### src/rtl/csel_pkg.sv
package csel_pkg;
  typedef enum logic [1:0] {
    OP_ADD = 2'b00,
    OP_SUB = 2'b01,
    OP_CMP = 2'b10,
    OP_ADC = 2'b11
  } aluOp_e;

  // strobes from control to datapath
  typedef struct packed {
    logic capture;    // load operand registers this cycle
    logic advance;    // stage-1 holds a live op; load result registers
    logic invertB;    // complement second operand
    logic forceOne;   // lowest segment carry-in forced to 1
    logic passCarry;  // lowest segment carry-in taken from captured carry
    logic flagSub;    // compare flags meaningful
  } ctrlStrobe_t;
endpackage

### src/rtl/csel_segment.sv
module csel_segment #(
  parameter int SEG = 16
) (
  input  logic [SEG-1:0] segA,
  input  logic [SEG-1:0] segB,
  output logic [SEG:0]   sumCarry0,
  output logic [SEG:0]   sumCarry1
);
  // both carry hypotheses evaluated in parallel
  assign sumCarry0 = {1'b0, segA} + {1'b0, segB};
  assign sumCarry1 = {1'b0, segA} + {1'b0, segB} + (SEG+1)'(1);
endmodule

### src/rtl/csel_control.sv
module csel_control
  import csel_pkg::*;
(
  input  logic        clk,
  input  logic        rst,
  input  logic        inValid,
  input  logic [1:0]  inOp,
  output ctrlStrobe_t strobe,
  output logic        outValid,
  output logic        outWrite
);
  logic   s1Valid;
  aluOp_e s1Op;
  logic   s2Valid;
  logic   s2Write;
  logic   s1IsSub;

  always_ff @(posedge clk) begin
    if (rst) begin
      s1Valid <= 1'b0;
      s1Op    <= OP_ADD;
      s2Valid <= 1'b0;
      s2Write <= 1'b0;
    end else begin
      s1Valid <= inValid;
      s2Valid <= s1Valid;
      if (inValid) s1Op <= aluOp_e'(inOp);
      if (s1Valid) s2Write <= (s1Op != OP_CMP);
    end
  end

  always_comb begin
    s1IsSub          = (s1Op == OP_SUB) || (s1Op == OP_CMP);
    strobe.capture   = inValid;
    strobe.advance   = s1Valid;
    strobe.invertB   = s1IsSub;
    strobe.forceOne  = s1IsSub;
    strobe.passCarry = (s1Op == OP_ADC);
    strobe.flagSub   = s1IsSub;
  end

  assign outValid = s2Valid;
  assign outWrite = s2Write;

  // cycles since reset, saturating, so $past never reaches into reset
  logic [1:0] warm;
  always_ff @(posedge clk) begin
    if (rst) warm <= 2'd0;
    else if (warm != 2'd2) warm <= warm + 2'd1;
  end


  latency_chk: assert property (@(posedge clk) disable iff (rst)
    (warm == 2'd2) |-> (outValid == $past(inValid, 2)));


  cmp_nowrite_chk: assert property (@(posedge clk) disable iff (rst)
    (inValid && inOp == OP_CMP) |=> ##1 (outValid && !outWrite));


  write_chk: assert property (@(posedge clk) disable iff (rst)
    (inValid && inOp != OP_CMP) |=> ##1 (outValid && outWrite));
endmodule

### src/rtl/csel_datapath.sv
module csel_datapath
  import csel_pkg::*;
#(
  parameter int WIDTH = 64,
  parameter int SEG   = 16
) (
  input  logic             clk,
  input  logic             rst,
  input  ctrlStrobe_t      strobe,
  input  logic [WIDTH-1:0] opA,
  input  logic [WIDTH-1:0] opB,
  input  logic             inCarry,
  output logic [WIDTH-1:0] outResult,
  output logic             outCarry,
  output logic             flagZero,
  output logic             flagUlt,
  output logic             flagSlt
);
  localparam int NSEG = WIDTH / SEG;

  logic [WIDTH-1:0] aReg, bReg;
  logic             cReg;
  logic [WIDTH-1:0] bEff;
  logic             cin0;
  logic [NSEG:0]    selCarry;
  logic [WIDTH-1:0] sumWord;
  logic             carryOut;
  logic             ovf;

  // stage 1: operand capture
  always_ff @(posedge clk) begin
    if (strobe.capture) begin
      aReg <= opA;
      bReg <= opB;
      cReg <= inCarry;
    end
  end

  always_comb begin
    bEff = strobe.invertB ? ~bReg : bReg;
    cin0 = strobe.forceOne | (strobe.passCarry & cReg);
  end

  assign selCarry[0] = cin0;

  for (genvar k = 0; k < NSEG; k++) begin : gSeg
    logic [SEG:0] sum0, sum1;
    csel_segment #(.SEG(SEG)) i_seg (
      .segA      (aReg[k*SEG +: SEG]),
      .segB      (bEff[k*SEG +: SEG]),
      .sumCarry0 (sum0),
      .sumCarry1 (sum1)
    );
    assign selCarry[k+1]          = selCarry[k] ? sum1[SEG] : sum0[SEG];
    assign sumWord[k*SEG +: SEG]  = selCarry[k] ? sum1[SEG-1:0] : sum0[SEG-1:0];
  end

  assign carryOut = selCarry[NSEG];
  assign ovf = (aReg[WIDTH-1] == bEff[WIDTH-1]) && (sumWord[WIDTH-1] != aReg[WIDTH-1]);

  // stage 2: result and flags
  always_ff @(posedge clk) begin
    if (rst) begin
      outResult <= '0;
      outCarry  <= 1'b0;
      flagZero  <= 1'b0;
      flagUlt   <= 1'b0;
      flagSlt   <= 1'b0;
    end else if (strobe.advance) begin
      outResult <= sumWord;
      outCarry  <= carryOut;
      flagZero  <= ~|sumWord;
      flagUlt   <= strobe.flagSub & ~carryOut;
      flagSlt   <= strobe.flagSub & (sumWord[WIDTH-1] ^ ovf);
    end
  end

  // each segment's select carry matches a full-width add of the bits below it
  for (genvar k = 1; k < NSEG; k++) begin : gBoundary
    localparam int LO = k * SEG;
    logic [LO:0] refLow;
    assign refLow = {1'b0, aReg[LO-1:0]} + {1'b0, bEff[LO-1:0]} + (LO+1)'(cin0);

    seg_carry_chk: assert property (@(posedge clk) disable iff (rst)
      strobe.advance |-> ((refLow >> LO) == (LO+1)'(selCarry[k])));
  end


  sum_match_chk: assert property (@(posedge clk) disable iff (rst)
    strobe.advance |=> (outResult == $past(aReg + bEff + WIDTH'(cin0))));


  ult_chk: assert property (@(posedge clk) disable iff (rst)
    (strobe.advance && strobe.flagSub) |=> (flagUlt == $past(aReg < bReg)));


  slt_chk: assert property (@(posedge clk) disable iff (rst)
    (strobe.advance && strobe.flagSub) |=> (flagSlt == $past($signed(aReg) < $signed(bReg))));


  zero_chk: assert property (@(posedge clk) disable iff (rst)
    (strobe.advance && strobe.flagSub) |=> (flagZero == $past(aReg == bReg)));
endmodule

### src/rtl/csel_addsub_unit.sv
module csel_addsub_unit
  import csel_pkg::*;
#(
  parameter int WIDTH = 64,
  parameter int SEG   = 16
) (
  input  logic             clk,
  input  logic             rst,
  input  logic             inValid,
  input  logic [1:0]       inOp,
  input  logic             inCarry,
  input  logic [WIDTH-1:0] opA,
  input  logic [WIDTH-1:0] opB,
  output logic             outValid,
  output logic             outWrite,
  output logic [WIDTH-1:0] outResult,
  output logic             outCarry,
  output logic             flagZero,
  output logic             flagUlt,
  output logic             flagSlt
);
  ctrlStrobe_t strobe;

  csel_control i_control (
    .clk      (clk),
    .rst      (rst),
    .inValid  (inValid),
    .inOp     (inOp),
    .strobe   (strobe),
    .outValid (outValid),
    .outWrite (outWrite)
  );

  csel_datapath #(.WIDTH(WIDTH), .SEG(SEG)) i_datapath (
    .clk       (clk),
    .rst       (rst),
    .strobe    (strobe),
    .opA       (opA),
    .opB       (opB),
    .inCarry   (inCarry),
    .outResult (outResult),
    .outCarry  (outCarry),
    .flagZero  (flagZero),
    .flagUlt   (flagUlt),
    .flagSlt   (flagSlt)
  );
endmodule

### config.mk
export PLATFORM = sky130hd
export DESIGN_NAME = csel_addsub_unit
export DESIGN_NICKNAME = d
export VERILOG_FILES = /design/src/rtl/csel_pkg.sv /design/src/rtl/csel_segment.sv /design/src/rtl/csel_control.sv /design/src/rtl/csel_datapath.sv /design/src/rtl/csel_addsub_unit.sv
export SDC_FILE = /design/constraint.sdc
export NUM_CORES = 1
export LEC_CHECK = 0
export ABC_AREA = 1
export BUFFER_PORTS_ARGS = -buffer_cell sky130_fd_sc_hd__buf_2
export CORE_UTILIZATION = 37
export DETAILED_ROUTE_END_ITERATION = 12
export HOLD_SLACK_MARGIN = 0.12
export PLACE_DENSITY = 0.51
export REMOVE_ABC_BUFFERS = 1
export SLEW_MARGIN = 25
export SYNTH_ARGS = -nofsm -noshare
export SYNTH_HDL_FRONTEND = slang
export SYNTH_HIERARCHICAL = 1
export SYNTH_SLANG_ARGS = --single-unit
### constraint.sdc
create_clock -name clk -period 9.5 [get_ports clk]
set_clock_uncertainty 0.05 [all_clocks]
set_input_delay 0.95 -clock clk [delete_from_list [all_inputs] [get_ports clk]]
set_output_delay 0.95 -clock clk [all_outputs]
set_load 0.05 [all_outputs]
[Word level (Yosys, flattened, before mapping)]
Cells that the tools add are included.
Operators by class
  add/subtract/negate cells: 8
  equality and inequality tests: 6
  multiplexer cells: 9
  bitwise gates (word level): 7
  reduce and logical (&&, ||, !) cells: 4
Operators by type and width (count)
  $add A16 B16 Y17: 4
  $add A17 B1 Y17 const B: 4
  $mux W16: 4
  $mux W64: 1
  $not A64 Y64: 1
  $reduce_or A64 Y1: 1
  $eq A2 B2 Y1 const B: 2
  $mux W1: 4
  $and A1 B1 Y1: 3
  $eq A2 B1 Y1 const B: 1
  $ne A2 B2 Y1 const B: 1
  $eq A1 B1 Y1: 1
  $logic_and A1 B1 Y1: 1
  $logic_not A1 Y1: 1
  $logic_or A1 B1 Y1: 1
  $ne A1 B1 Y1: 1
  $not A1 Y1: 1
  $or A1 B1 Y1: 1
  $xor A1 B1 Y1: 1
Storage, ports and cells
  bits in registers: 202
  input port bits: 134
  output and inout port bits: 70
  logic and storage cells: 46

[Logic depth before layout (Yosys ltp)]
  depth after elaboration: 13
  mapped depth: 38
  mapped depth without buffers: 34

[By module]
Netlist, hierarchy kept.
By module, submodules not included
  csel_datapath: instances 1, cells an instance 831, area each 8361.8 sq um
  csel_segment (i_datapath.gSeg[3].i_seg): instances 1, cells an instance 329, area each 1737.9 sq um
  csel_segment (i_datapath.gSeg[1].i_seg): instances 1, cells an instance 316, area each 1690.4 sq um
  csel_segment (i_datapath.gSeg[2].i_seg): instances 1, cells an instance 305, area each 1589.0 sq um
  csel_segment (i_datapath.gSeg[0].i_seg): instances 1, cells an instance 295, area each 1567.8 sq um
  csel_control: instances 1, cells an instance 33, area each 241.5 sq um

[Worst setup path after synthesis]
OpenSTA, ideal clock, no wires.
  kind: reg-to-reg
  start: reg i_control.s1Op[0]
  end: reg i_datapath.flagZero
  arrival: 4.593 ns
  data required time: 9.379 ns
  slack: 4.787 ns
  stages on the path, launching flop included: 36
  buffers on the path: 4
  clock period less this slack: 4.713 ns
  cells stage by stage: dfxtp_1 > inv_1 > ha_1 > inv_1 > buf_4 > clkbuf_1 > clkbuf_1 > xor2_1 > ha_1 > inv_1 > fa_1 > inv_1 > ha_1 > inv_1 > nor2_2 > nand3_2 > nor2_4 > nand2_4 > inv_1 > nand3_1 > nand2_1 > nand2_1 > inv_1 > nand3_2 > nand2_4 > nand2_4 > nand2_2 > buf_6 > nand2_1 > nand2_1 > nand2_1 > nor2_1 > nand2_1 > nor2_1 > nand2_1 > a21oi_1
Between the ends
  elaborated cells on any way between the ends: 24
  those cells by class: add/sub: 8; eq/ne: 3; mux: 8; bitwise: 2; reduce/logical: 3
RTL lines
  start: declaration: RTL line csel_control.sv:13  | aluOp_e s1Op;
  start signal: assignment: RTL line csel_control.sv:27  | if (inValid) s1Op <= aluOp_e'(inOp);
  $eq A2 B1 Y1 or $eq A2 B2 Y1 (tied branches): RTL line csel_control.sv:33  | s1IsSub = (s1Op == OP_SUB) || (s1Op == OP_CMP);
  $logic_or A1 B1 Y1 (*): RTL line csel_control.sv:33
  named net i_control.s1IsSub: RTL line csel_control.sv:16  | logic s1IsSub;
  $mux W64 (*): RTL line csel_datapath.sv:40  | bEff = strobe.invertB ? ~bReg : bReg;
  named net i_datapath.bEff[16]: RTL line csel_datapath.sv:23  | logic [WIDTH-1:0] bEff;
  $add A16 B16 Y17 (*): RTL line csel_segment.sv:10  | assign sumCarry0 = {1'b0, segA} + {1'b0, segB};
  named net i_datapath.gSeg[1].sum0[1]: RTL line csel_datapath.sv:47  | logic [SEG:0] sum0, sum1;
  $add A17 B1 Y17 (*): RTL line csel_segment.sv:11  | assign sumCarry1 = {1'b0, segA} + {1'b0, segB} + (SEG+1)'(1);
  named net i_datapath.gSeg[1].sum1[16]: RTL line csel_datapath.sv:47
  $mux W1 (*): RTL line csel_datapath.sv:54  | assign selCarry[k+1] = selCarry[k] ? sum1[SEG] : sum0[SEG];
  $mux W1: RTL line csel_datapath.sv:54
  $mux W16: RTL line csel_datapath.sv:55  | assign sumWord[k*SEG +: SEG] = selCarry[k] ? sum1[SEG-1:0] : sum0[SEG-1:0];
  $reduce_or A64 Y1 (*): RTL line csel_datapath.sv:72  | flagZero <= ~|sumWord;
  $logic_not A1 Y1 (*): RTL line csel_datapath.sv:72
  end signal: assignment: RTL line csel_datapath.sv:72
  end: declaration: RTL line csel_datapath.sv:15  | output logic flagZero,
Mark *: on every way through the listed nets, which the timed path passes. The rest lies on a longest branch.
A chain may end at the register's enable or synchronous reset.

==> metrics.sh <==
YOSYS.AREA.TOP_TYPE='sky130_fd_sc_hd__edfxtp_1'
YS_FF_LATCH=202
MIN_FROM='i_datapath/flagUlt$_SDFFE_PP0P_'
CLOCK_INSERTION_DELAY_WORST_SKEW_NS=0.54
NNETSFINAL=2507
FLOORPLAN.IO_PINS=204
CRITPATHMAXSTAGEDELAY_NS=0.54
FIRST_GLOBAL_VIAS=12460
GRT_START_MAX_NET_PINS=74
POST-CTS-SETUP-BUFFER-COUNT=0
SETUP.REG_TO_REG.WORST_SLACK_NS=3.72
ROUTE.FINAL.WIRE_LENGTH_UM=36650
AREA_TAKEN_BY_MULTI_INPUT_LOGIC_GATES_MM2=0.008147
WORST-PATH-MAX-FANOUT=33
HOLD_FIX_BUFFERS_CTS=0
YS_DOMINANT_REG_CELL='sky130_fd_sc_hd__edfxtp_1'
INITIAL_UTILIZATION_PCT=37.88
N_FILL_CELL=4188
SYNTH_MUX_AREA_SHARE_PCT=0.1318
POWER.INTERNAL_mW=2.231
FF_LATCH_AREA_MM2=0.005339
CLOCK_TREE.BUFFER_DEPTH=3
START_KIND='flop'
SYNTH_TOP_FAMILY_BY_AREA='simple AND/OR/NAND/NOR gates'
VIA_PER_INST=4.563
DIE_W_UM=204.6
PLACE.PORT_BUFFERS=203
YS_TYPES=44
WORST-SLEW-PIN-TRANSITION_NS=0.9220
TRITONCTS='yes'
PLACE_HPWL_UM=29160
REPORT.FINAL.HOLD_VIOL_COUNT=0
MAX_SLEW_VIO_COUNT=0
SYNTH_XOR_AREA_SHARE_PCT=5.940
SYNTH_TOP_CELL_AREA_SHARE_PCT=25.50
SYNTH.YOSYS.SEQ_AREA_SHARE_PCT=35.13
WIRE_LENGTH_OF_THE_FIRST_GLOBAL_ROUTING_PASS_UM=59730
CRITICALPATHCATEGORY='flop to flop'
CORE_AREA_MM2=0.04010
SYNTH_ADDER_AREA_SHARE_PCT=6.294
REMAINING_DRC_ERRORS=0
WORSTHOLDPATHCELLS=2
POWER.SHARE.SWITCHING_PCT=45.66
ENDPOINT_KIND='flop'
POST_SYNTH_AND_OR_NAND_NOR_AREA_FRACTION_PCT=35.63
HOLD_END='i_datapath/flagUlt$_SDFFE_PP0P_'
SYNTHESIS.YOSYS.WARNINGS=6
NUMBER_OF_VIOLATIONS_REPORTED_AT_THE_END_OF_DETAILED_ROUTING_ITERATION_0=570
COMPOUND_GATE_FRACTION_OF_SYNTH_AREA_PCT=5.643
CLKPWRFRAC_PCT=22.1
POSTSYNTH.ASYNCRESETSHARE_PCT=0
SETUP_REPAIR_AFTER_GLOBAL_ROUTING_MISSED_ITS_MARGIN='false'
CRITICAL-PATH-SLOWEST-CELL='sky130_fd_sc_hd__clkinv_2'
CTS_REPAIR_RESIZE_COUNT=0
POWER.DENSITY_mW_PER_MM2=235.0
LAYOUT_COMMONEST_CELL='sky130_fd_sc_hd__nand2_1'
SYNTHESIS.AREA_MM2=0.01519
SYNTH.TOP_CELLS.BY_AREA='sky130_fd_sc_hd__edfxtp_1 26%, sky130_fd_sc_hd__nand2_1 15%, sky130_fd_sc_hd__dfxtp_1 9.6%, sky130_fd_sc_hd__inv_1 9.1%, sky130_fd_sc_hd__ha_1 5.8%'
NUMCTSBUFFERS=24
LAYOUT.CELLS.NON_FILLER=2843
ROW_COUNT=73
LAYOUT-DRIVE-GT1-SHARE_PCT=19.81
CAP_VIOLATIONS=0
CRITICAL-PATH-TOP-CELL-BY-COUNT='sky130_fd_sc_hd__nand2_1'
POWER.SHARE.COMBINATIONAL_PCT=52.0
GP_CONGESTION=0.8749
SYN-INSTANCE-COUNT=2109
CRITICAL_PATH.REG2REG.STARTPOINT='i_control/s1Op[0]$_SDFFE_PP0P_'
TIMING.FINAL.CRIT_SHARE_PCT=60.86
CRIT_ARRIVAL_NS=6.19
CRITICAL_PATH.N_BUFFERS_INVERTERS=6
DIE_HEIGHT_UM=204.6
CTSHTREEMAXLEVEL=1
DRTANTENNAVIOLNETS=0
DIE_AREA_MM2=0.04186
PLACED_CELLS_INCL_TAPS=2798
ANTENNA_VIOLATIONS_BEFORE_REPAIR=1
MAX_SLEW_MARGIN_PCT=38.53
CLOCK_SINK_COUNT=202
DRT-PASS1-ITER-COUNT=6
VIAS=12970
NUMBER_OF_FLOPS_MAPPED_TO_ENABLE_CELLS_BY_YOSYS=129
WORST_EP_REQUIRED_TIME_NS=9.91
STATIC-LEAKAGE-POWER_nW=9.409
CP_TOP_FAMILY='simple AND/OR/NAND/NOR gates'
LAYOUT_COMMON_CELLS='606 x sky130_fd_sc_hd__nand2_1, 368 x sky130_fd_sc_hd__inv_1, 202 x sky130_fd_sc_hd__buf_2'
MIN_PATH_TYPE='flop to flop'
FINALSETUPTNS_NS=0
GRT_OVERFLOW=0
SEQ_POWER_SHARE_PCT=25.8
STATUS='completed'
CTS-ROOT-BUF='sky130_fd_sc_hd__clkbuf_16'
SWITCHINGPOWER_mW=1.874
PATH_CLK_SLEW_NS=0.06
IR_DROP_uV=141.8
ROUTE.DETAILED.WL_PER_INST_UM=12.89
MIN_PERIOD_NS=5.782
AREA_GROWTH_PCT=15.03
FINALSETUPVIOLCOUNT=0
SYN_AVG_CELL_AREA_UM2=7.202
TRACK_USAGE_PCT=17.57
CLOCK.FMAX_GHz=0.1730
DEPTH_OF_THE_WORST_REGISTER_TO_REGISTER_PATH=31
R2R-END='i_datapath/flagZero$_SDFFE_PP0P_'
Yosys cell counts, types with 2 or more instances:
cell type	n
sky130_fd_sc_hd__edfxtp_1	129
sky130_fd_sc_hd__nor3_2	3
sky130_fd_sc_hd__dfxtp_1	73
sky130_fd_sc_hd__and2_1	11
sky130_fd_sc_hd__buf_2	6
sky130_fd_sc_hd__nor2_4	11
sky130_fd_sc_hd__nor2_1	188
sky130_fd_sc_hd__nand3_4	3
sky130_fd_sc_hd__nand2_2	79
sky130_fd_sc_hd__inv_1	369
sky130_fd_sc_hd__ha_1	70
sky130_fd_sc_hd__nand4_1	31
sky130_fd_sc_hd__a21oi_2	5
sky130_fd_sc_hd__nor3_4	3
sky130_fd_sc_hd__a211o_1	39
sky130_fd_sc_hd__nand3b_1	8
sky130_fd_sc_hd__xor2_1	88
sky130_fd_sc_hd__nand2_1	606
sky130_fd_sc_hd__clkbuf_1	27
sky130_fd_sc_hd__buf_1	3
sky130_fd_sc_hd__nand3_2	21
sky130_fd_sc_hd__buf_4	6
sky130_fd_sc_hd__nand3_1	121
sky130_fd_sc_hd__a21oi_1	36
sky130_fd_sc_hd__o21ai_0	48
sky130_fd_sc_hd__nor3_1	9
sky130_fd_sc_hd__fa_1	4
sky130_fd_sc_hd__inv_2	30
sky130_fd_sc_hd__nand2_4	22
sky130_fd_sc_hd__xnor2_1	10
sky130_fd_sc_hd__mux2i_1	2
sky130_fd_sc_hd__o221ai_1	4
sky130_fd_sc_hd__nor2_2	33
tightest hold or removal path: stages (launching register included):
cell and delay [ns]:
sky130_fd_sc_hd__dfxtp_1 0.30, sky130_fd_sc_hd__nand2_1 0.06, sky130_fd_sc_hd__a21oi_1 0.06
sequential cells by signal (all words and copies together), names as in the netlist:
register / cells
i_control/outValid: 1
i_control/outWrite: 1
i_control/s1Op: 2
i_control/s1Valid: 1
i_datapath/aReg: 64
i_datapath/bReg: 64
i_datapath/cReg: 1
i_datapath/flagSlt: 1
i_datapath/flagUlt: 1
i_datapath/flagZero: 1
i_datapath/outCarry: 1
i_datapath/outResult: 64
power by group through the flow:
stage / sequential [mW] / clock (mW) / combinational (mW)
4_1_cts: 1.06 / 0.945 / 2.16
5_1_grt: 1.07 / 0.975 / 2.44
3_3_place_gp: 1.08 / 0 / 2.13
2_1_floorplan: 1.18 / 0 / 1.56
6_report: 1.06 / 0.908 / 2.14
3_5_place_dp: 1.08 / 0 / 2.15
worst max path at each step:
| stage | start | endpoint | slack [ns] | depth (start not counted) |
|---|---|---|---|---|
| 2_1_floorplan | i_control/s1Op[0]$_SDFFE_PP0P_ | i_datapath/flagUlt$_SDFFE_PP0P_ | 3.72 | 28 |
| 3_3_place_gp | i_control/s1Op[0]$_SDFFE_PP0P_ | i_datapath/flagZero$_SDFFE_PP0P_ | 3.68 | 31 |
| 3_5_place_dp | i_control/s1Op[0]$_SDFFE_PP0P_ | i_datapath/flagZero$_SDFFE_PP0P_ | 3.58 | 31 |
| 4_1_cts | i_control/s1Op[0]$_SDFFE_PP0P_ | i_datapath/flagZero$_SDFFE_PP0P_ | 3.57 | 31 |
| 5_1_grt | i_control/s1Op[0]$_SDFFE_PP0P_ | i_datapath/flagZero$_SDFFE_PP0P_ | 3.12 | 33 |
| 6_report | i_control/s1Op[0]$_SDFFE_PP0P_ | i_datapath/flagZero$_SDFFE_PP0P_ | 3.72 | 31 |
through the flow:
stage | hold slack (ns) | instance area, µm² | util [%] | power, mW | worst slack [ns]
finish | 0.4231 | 17470 | 43.57 | 4.105 | 3.718
CTS | 0.4280 | 17470 | 43.57 | 4.168 | 3.574
floorplan | 0.4170 | 14990 | - | 2.747 | 3.719
global route | 0.4507 | 17470 | 43.57 | 4.482 | 3.118
global placement | 0.4049 | 16700 | 41.65 | 3.210 | 3.684
detailed placement | 0.4161 | 16700 | 41.65 | 3.232 | 3.583
final cells by class:
cell class,instances,area share [%]
Antenna cell,1,0.01432
Clock buffer,34,3.831
Clock inverter,10,0.5729
Inverter,401,8.636
Multi-Input combinational cell,1463,46.63
Sequential cell,202,30.56
Tap cell,525,3.760
Timing Repair Buffer,207,6.001
metal layers:
metal  GRT usage (%)  part of all wire (%)
met1           22.06                    46
met2           30.83                    48
met3           3.166                   3.8
met4           4.344                   2.2
met5               0                     0
logic make-up after synthesis:
kind of cell | count (synthesis)
and+or+nand+nor | 1153
buffers and inverters | 444
DFF | 202
AOI/OAI and AO/OA | 134
xor gates and xnor gates | 100
adders and majority gates | 74
muxes | 2
Power figures use the tool's default switching activity.
